===== config.mk =====
export PLATFORM = sky130hd
export DESIGN_NAME = timer_chan_unit
export DESIGN_NICKNAME = d
export VERILOG_FILES = /design/src/rtl/tcu_pkg.sv /design/src/rtl/tcu_ctrl.sv /design/src/rtl/tcu_datapath.sv /design/src/rtl/timer_chan_unit.sv
export SDC_FILE = /design/constraint.sdc
export NUM_CORES = 1
export LEC_CHECK = 0
export BUFFER_PORTS_ARGS = -buffer_cell sky130_fd_sc_hd__clkbuf_2
export CAP_MARGIN = 20
export CORE_UTILIZATION = 50
export CTS_CLUSTER_SIZE = 25
export DETAILED_ROUTE_END_ITERATION = 6
export GPL_TIMING_DRIVEN = 1
export PLACE_DENSITY_LB_ADDON = 0.15
export SETUP_SLACK_MARGIN = 0.02
export SYNTH_ARGS = -nofsm -noshare
export SYNTH_HDL_FRONTEND = slang
export SYNTH_SLANG_ARGS = --single-unit

===== constraint.sdc =====
create_clock -name clk -period 3 [get_ports clk]
set_input_delay 0.3 -clock clk [delete_from_list [all_inputs] [get_ports clk]]
set_output_delay 0.3 -clock clk [all_outputs]
set_load 0.1 [all_outputs]

===== src/rtl/tcu_pkg.sv =====
package tcu_pkg;

  localparam logic [1:0] SEL_CODE = 2'd0;
  localparam logic [1:0] SEL_REG  = 2'd1;
  localparam logic [1:0] SEL_CLR  = 2'd2;

  typedef struct packed {
    logic loadInit;
    logic initLevel;
    logic pinClr;
    logic pinSet;
    logic pinTog;
    logic capture;
    logic setFlag;
    logic clrFlag;
    logic regWr;
  } tcu_strobe_t;

endpackage


===== src/rtl/tcu_ctrl.sv =====
module tcu_ctrl
  import tcu_pkg::*;
#(
  parameter int CNT_W       = 16,
  parameter int SYNC_STAGES = 2
) (
  input  logic             clk,
  input  logic             rstN,
  input  logic [CNT_W-1:0] cntVal,
  input  logic [CNT_W-1:0] regVal,
  input  logic             capPin,
  input  logic             nbrCount,
  input  logic             bufMode,
  input  logic             wrEn,
  input  logic [1:0]       wrSel,
  input  logic [3:0]       wrCode,
  output tcu_strobe_t      strobe,
  output logic             pinOe
);

  localparam int SHIFT_W = SYNC_STAGES + 1;

  logic [3:0]         ioCode;
  logic [SHIFT_W-1:0] capShift;
  logic               capNow, capPrev, riseEdge, fallEdge;
  logic               capMode, outEn, codeWr, match, capEvent;

  // mode code register
  always_ff @(posedge clk) begin
    if (!rstN) ioCode <= 4'b0000;
    else if (wrEn && wrSel == SEL_CODE) ioCode <= wrCode;
  end

  // pin synchroniser plus one history stage
  genvar gi;
  generate
    for (gi = 0; gi < SHIFT_W; gi++) begin : g_sync
      always_ff @(posedge clk) begin
        if (!rstN) capShift[gi] <= 1'b0;
        else if (gi == 0) capShift[gi] <= capPin;
        else capShift[gi] <= capShift[gi-1];
      end
    end
  endgenerate

  assign capNow   = capShift[SYNC_STAGES-1];
  assign capPrev  = capShift[SYNC_STAGES];
  assign riseEdge = capNow && !capPrev;
  assign fallEdge = !capNow && capPrev;

  assign capMode = ioCode[3];
  assign outEn   = !capMode && (ioCode[1:0] != 2'b00);
  assign codeWr  = wrEn && (wrSel == SEL_CODE);
  assign match   = !capMode && !bufMode && (cntVal == regVal);

  always_comb begin
    casez (ioCode[2:0])
      3'b000:  capEvent = riseEdge;
      3'b001:  capEvent = fallEdge;
      3'b01?:  capEvent = riseEdge || fallEdge;
      default: capEvent = nbrCount;
    endcase
  end

  always_comb begin
    strobe           = '0;
    strobe.loadInit  = codeWr && !wrCode[3] && (wrCode[1:0] != 2'b00);
    strobe.initLevel = wrCode[2];
    if (match && outEn && !codeWr) begin
      strobe.pinClr = (ioCode[1:0] == 2'b01);
      strobe.pinSet = (ioCode[1:0] == 2'b10);
      strobe.pinTog = (ioCode[1:0] == 2'b11);
    end
    strobe.capture = capMode && !bufMode && capEvent;
    strobe.setFlag = match || strobe.capture;
    strobe.clrFlag = wrEn && (wrSel == SEL_CLR);
    strobe.regWr   = wrEn && (wrSel == SEL_REG) && !capMode;
  end

  assign pinOe = outEn;

  // at most one pin action per edge
  assert_one_pin_action_R4: assert property (@(posedge clk) disable iff (!rstN)
    $onehot0({strobe.pinClr, strobe.pinSet, strobe.pinTog}));

  // capture and register write never collide
  assert_no_cap_write_clash_R11: assert property (@(posedge clk) disable iff (!rstN)
    !(strobe.capture && strobe.regWr));

endmodule


===== src/rtl/tcu_datapath.sv =====
module tcu_datapath
  import tcu_pkg::*;
#(
  parameter int CNT_W = 16
) (
  input  logic             clk,
  input  logic             rstN,
  input  tcu_strobe_t      strobe,
  input  logic [CNT_W-1:0] cntVal,
  input  logic [CNT_W-1:0] wrData,
  output logic [CNT_W-1:0] regVal,
  output logic             pinLvl,
  output logic             flag
);

  always_ff @(posedge clk) begin
    if (!rstN) regVal <= '0;
    else if (strobe.capture) regVal <= cntVal;
    else if (strobe.regWr) regVal <= wrData;
  end

  always_ff @(posedge clk) begin
    if (!rstN) pinLvl <= 1'b0;
    else if (strobe.loadInit) pinLvl <= strobe.initLevel;
    else if (strobe.pinClr) pinLvl <= 1'b0;
    else if (strobe.pinSet) pinLvl <= 1'b1;
    else if (strobe.pinTog) pinLvl <= !pinLvl;
  end

  always_ff @(posedge clk) begin
    if (!rstN) flag <= 1'b0;
    else if (strobe.setFlag) flag <= 1'b1;
    else if (strobe.clrFlag) flag <= 1'b0;
  end

  assert_toggle_flips_R4: assert property (@(posedge clk) disable iff (!rstN)
    strobe.pinTog |=> pinLvl != $past(pinLvl));

  assert_capture_loads_R6: assert property (@(posedge clk) disable iff (!rstN)
    strobe.capture |=> (regVal == $past(cntVal)) && flag);

  assert_set_wins_R5: assert property (@(posedge clk) disable iff (!rstN)
    strobe.setFlag |=> flag);

  assert_reg_write_R11: assert property (@(posedge clk) disable iff (!rstN)
    strobe.regWr |=> regVal == $past(wrData));

endmodule


===== src/rtl/timer_chan_unit.sv =====
module timer_chan_unit
  import tcu_pkg::*;
#(
  parameter int CNT_W = 16
) (
  input  logic             clk,
  input  logic             rstN,
  input  logic [CNT_W-1:0] cntVal,
  input  logic             capPin,
  input  logic             nbrCount,
  input  logic             bufMode,
  input  logic             wrEn,
  input  logic [1:0]       wrSel,
  input  logic [CNT_W-1:0] wrData,
  output logic             pinOut,
  output logic             pinOe,
  output logic             flagOut,
  output logic [CNT_W-1:0] regOut
);

  tcu_strobe_t strobe;

  tcu_ctrl #(.CNT_W(CNT_W), .SYNC_STAGES(2)) u_ctrl (
    .clk      (clk),
    .rstN     (rstN),
    .cntVal   (cntVal),
    .regVal   (regOut),
    .capPin   (capPin),
    .nbrCount (nbrCount),
    .bufMode  (bufMode),
    .wrEn     (wrEn),
    .wrSel    (wrSel),
    .wrCode   (wrData[3:0]),
    .strobe   (strobe),
    .pinOe    (pinOe)
  );

  tcu_datapath #(.CNT_W(CNT_W)) u_dp (
    .clk    (clk),
    .rstN   (rstN),
    .strobe (strobe),
    .cntVal (cntVal),
    .wrData (wrData),
    .regVal (regOut),
    .pinLvl (pinOut),
    .flag   (flagOut)
  );

  assert_init_level_R3: assert property (@(posedge clk) disable iff (!rstN)
    (wrEn && wrSel == SEL_CODE && !wrData[3] && wrData[1:0] != 2'b00)
      |=> pinOe && (pinOut == $past(wrData[2])));

  assert_buffer_no_flag_R10: assert property (@(posedge clk) disable iff (!rstN)
    (bufMode && !flagOut) |=> !flagOut);

  assert_buffer_pin_hold_R10: assert property (@(posedge clk) disable iff (!rstN)
    (bufMode && !wrEn) |=> $stable(pinOut) && $stable(regOut));

endmodule


==> run_results.csv <==
group,metric,value,unit
synth,combinational_family_with_the_most_area_after_synthesis,"compound AO/OA/AOI/OAI gates",
synth,synthXorXnorAreaFrac,9.63,%
min_path,hold_path.class,"in -> reg",
synth,postSynthNetCount,185,
clock_network,buffers_inserted_during_post_cts_setup_optimization,0,
floorplan,initial_utilization,52.8,%
status,run_status,"complete, no violations",
worst_setup_path,timing.setup.critical_path_class,"reg -> reg",
clock_network,clock_tree_buf_depth,2,
clock_network,cts_hold_buf,0,
cells_and_area,layout_commonest_cell,"clkbuf_2",
placed_design,finalWeightedCongestion,0.813,
cells_and_area,final.fill_count,258,
drt,violation_count_after_the_first_detailed_route_iteration,32,
drt,total_wirelength,3230,um
floorplan,std_cell_rows,19,
synth,synth.mux.area_fraction,14.1,%
global_routing,grt_pass1_vias,1251,
global_routing,grt_pass1_wl,5500,um
synth,synthDistinctLibCells,33,
synth,post_synthesis_average_cell_area,10.2,um2
drt,dr_total_vias,1263,
cells_and_area,num-nets-final,242,
timing,fin_worst_hold_slack,0.185,ns
floorplan,die_w,55.9,um
synth,synth_compound_area_share,17.9,%
synth,synthDominantCellAreaShare,34.4,%
pwr,leakage_power_total,0.699,nW
floorplan,dieHeight,55.9,um
pwr,irDropWorstVdd,309,uV
timing,drv_slew,0,
clock_network,ctsRootBufferMaster,"clkbuf_4",
clock_network,clock_latency,0.31,ns
worst_setup_path,timing.critical_path.fanout_max,33,
timing,timing.clock.skew,0.00408,ns
cells_and_area,multi_input_area,895,um2
synth,netlist_instances,143,
worst_setup_path,arrival,2.34,ns
clock_network,cts-htree-levels,1,
cells_and_area,ff_latch_area,500,um2
placed_design,io_buffers,58,
placed_design,hpwlAfterDp,2470,um
timing,setup_viol,0,
timing,rsz_0062_raised_after_global_routing,"false",
cells_and_area,antenna_cells,0,
timing,total_count_of_hold_check_failures_in_the_final_report,0,
floorplan,io_pins,59,
timing,fin_tns_setup,0,ns
cells_and_area,area_delta_synth_final,21.9,%
drt,drcViolationCount,0,
clock_network,sinks_on_clock_net,25,
pwr,power_density,392,mW/mm2
floorplan,core_footprint,0.00276,mm2
clock_network,path_clk_slew,0.13,ns
drt,antenna_violating_nets_post_route,0,
clock_network,tritoncts.num_buffers,3,
drt,drt-vias-per-instance,5.49,
global_routing,maximum_number_of_pins_on_one_net_before_global_route_repair,34,
cells_and_area,most-common-layout-cells,"clkbuf_2 (58), dfxtp_1 (25), mux2i_1 (19)",
synth,synth.yosys.warnings,0,
synth,seq_total_area_yosys,34.4,%
timing,fmax,477,MHz
synth,post_synth_main_area_contributors,"dfxtp_1 (34%), a211oi_2 (14%), mux2i_1 (13%), xnor2_1 (9.0%), nor2_2 (5.6%)",
drt,drt_first_pass_iters,4,
clock_network,post_cts_resize_count,0,
timing,max-slew-margin-rel,44.7,%
timing,timing_worst_slew_pin_value,0.830,ns
clock_network,cts_tree,"built",
cells_and_area,fin_util,64.3,%
timing,finalCriticalPeriod,2.10,ns
floorplan,die_area,0.00313,mm2
global_routing,grt-ovfl-total,0,
drt,routed_wire_length_per_instance,14.1,um
job,max_cap_viols,0,
cells_and_area,final_layout_size_suffix_gt1_share,49.2,%
synth,postSynthRegisterBits,25,
synth,post_synth_and_or_nand_nor_area_fraction,17.1,%
synth,syn-cell-area,0.00146,mm2
global_routing,total_routing_resource_utilization_after_global_routing,22.2,%
synth,post_synth_fa_ha_maj_area_fraction,1.72,%
global_routing,antenna_found_initial,0,
worst_setup_path,cp-start-kind,"register",
worst_setup_path,timing.critical_path.required,3.24,ns
timing,final_min_period_over_clock_period,69.8,%
synth,synth.largest_area_cell,"dfxtp_1",
worst_setup_path,end_kind,"register",
## layout make-up
class | instances | share of cell area (%)
multi-input combinational | 107 | 50.4
sequential | 25 | 28.2
timing repair buffer | 59 | 16.8
tap | 31 | 2.19
clock buffer | 3 | 1.27
inverter | 4 | 0.846
clock inverter | 1 | 0.282
## registers in the layout, indices dropped and copies added, names as in the netlist
register,count
u_dp.flag,1
u_ctrl.capShift,1
u_dp.regVal,16
u_ctrl.ioCode,4
u_ctrl.capNow,1
u_ctrl.capPrev,1
u_dp.pinLvl,1
## worst max-delay path: stages, from the launching register on
cell	delay, ns
dfxtp_1	0.36
inv_1	0.06
ha_1	0.20
mux2_4	0.27
o21ai_2	0.11
a211o_2	0.68
nor2_1	0.11
a211oi_2	0.21
## path summary, 6_finish.rpt
kind	startpoint	endpoint	slack (ns)	cells after the start
worst max-delay path	u_ctrl.capPrev	u_dp.regVal[11]	0.90	7
worst min register to register	u_ctrl.capShift[0]	u_ctrl.capNow	0.45	1
worst max register to register	u_ctrl.capPrev	u_dp.regVal[11]	0.90	7
worst min-delay path	capPin	u_ctrl.capShift[0]	0.19	2
## per-stage QoR
step / area (um2) / cells / power, mW / worst slack [ns]
floorplan: 1460 / 143 / 0.497 / 0.740
global placement: 1750 / 226 / 0.549 / 1.05
detailed placement: 1750 / 226 / 0.554 / 0.934
CTS: 1770 / 230 / 0.701 / 0.903
global route: 1770 / 230 / 0.728 / 0.740
finish: 1770 / 230 / 0.695 / 0.905
## power breakdown
group	internal [mW]	leakage [nW]	switching, mW
Combinational	0.0626	0.477	0.127
Sequential	0.345	0.203	0.0116
Clock	0.0498	0.0177	0.0996
## kinds of logic after synthesis
| group | after synthesis |
|---|---|
| simple gates | 44 |
| compound gates | 25 |
| flops | 25 |
| mux | 20 |
| xor+xnor | 16 |
| buf+inv | 11 |
| fa+ha+maj | 2 |
## routing by layer
layer | global-route usage (%) | share of wire (%)
met5 | 0 | 0
met3 | 3.02 | 5.5
met1 | 26.1 | 42
met4 | 9.06 | 1.4
met2 | 40.4 | 51
## Yosys cell counts, drive strengths merged
master	n
nor4bb	1
clkbuf	2
nand3	2
nor3b	1
buf	5
dfxtp	25
xnor2	15
and2	2
a21oi	2
xor2	1
inv	4
a211oi	16
nand2	4
or3b	1
o21ai	3
nand4	4
nor4b	1
mux2	1
o22ai	1
nor4	1
ha	2
a31oi	1
nor2	25
nor3	1
o31a	1
mux2i	19
a211o	1
and4	1
Power figures use the tool's default switching activity.
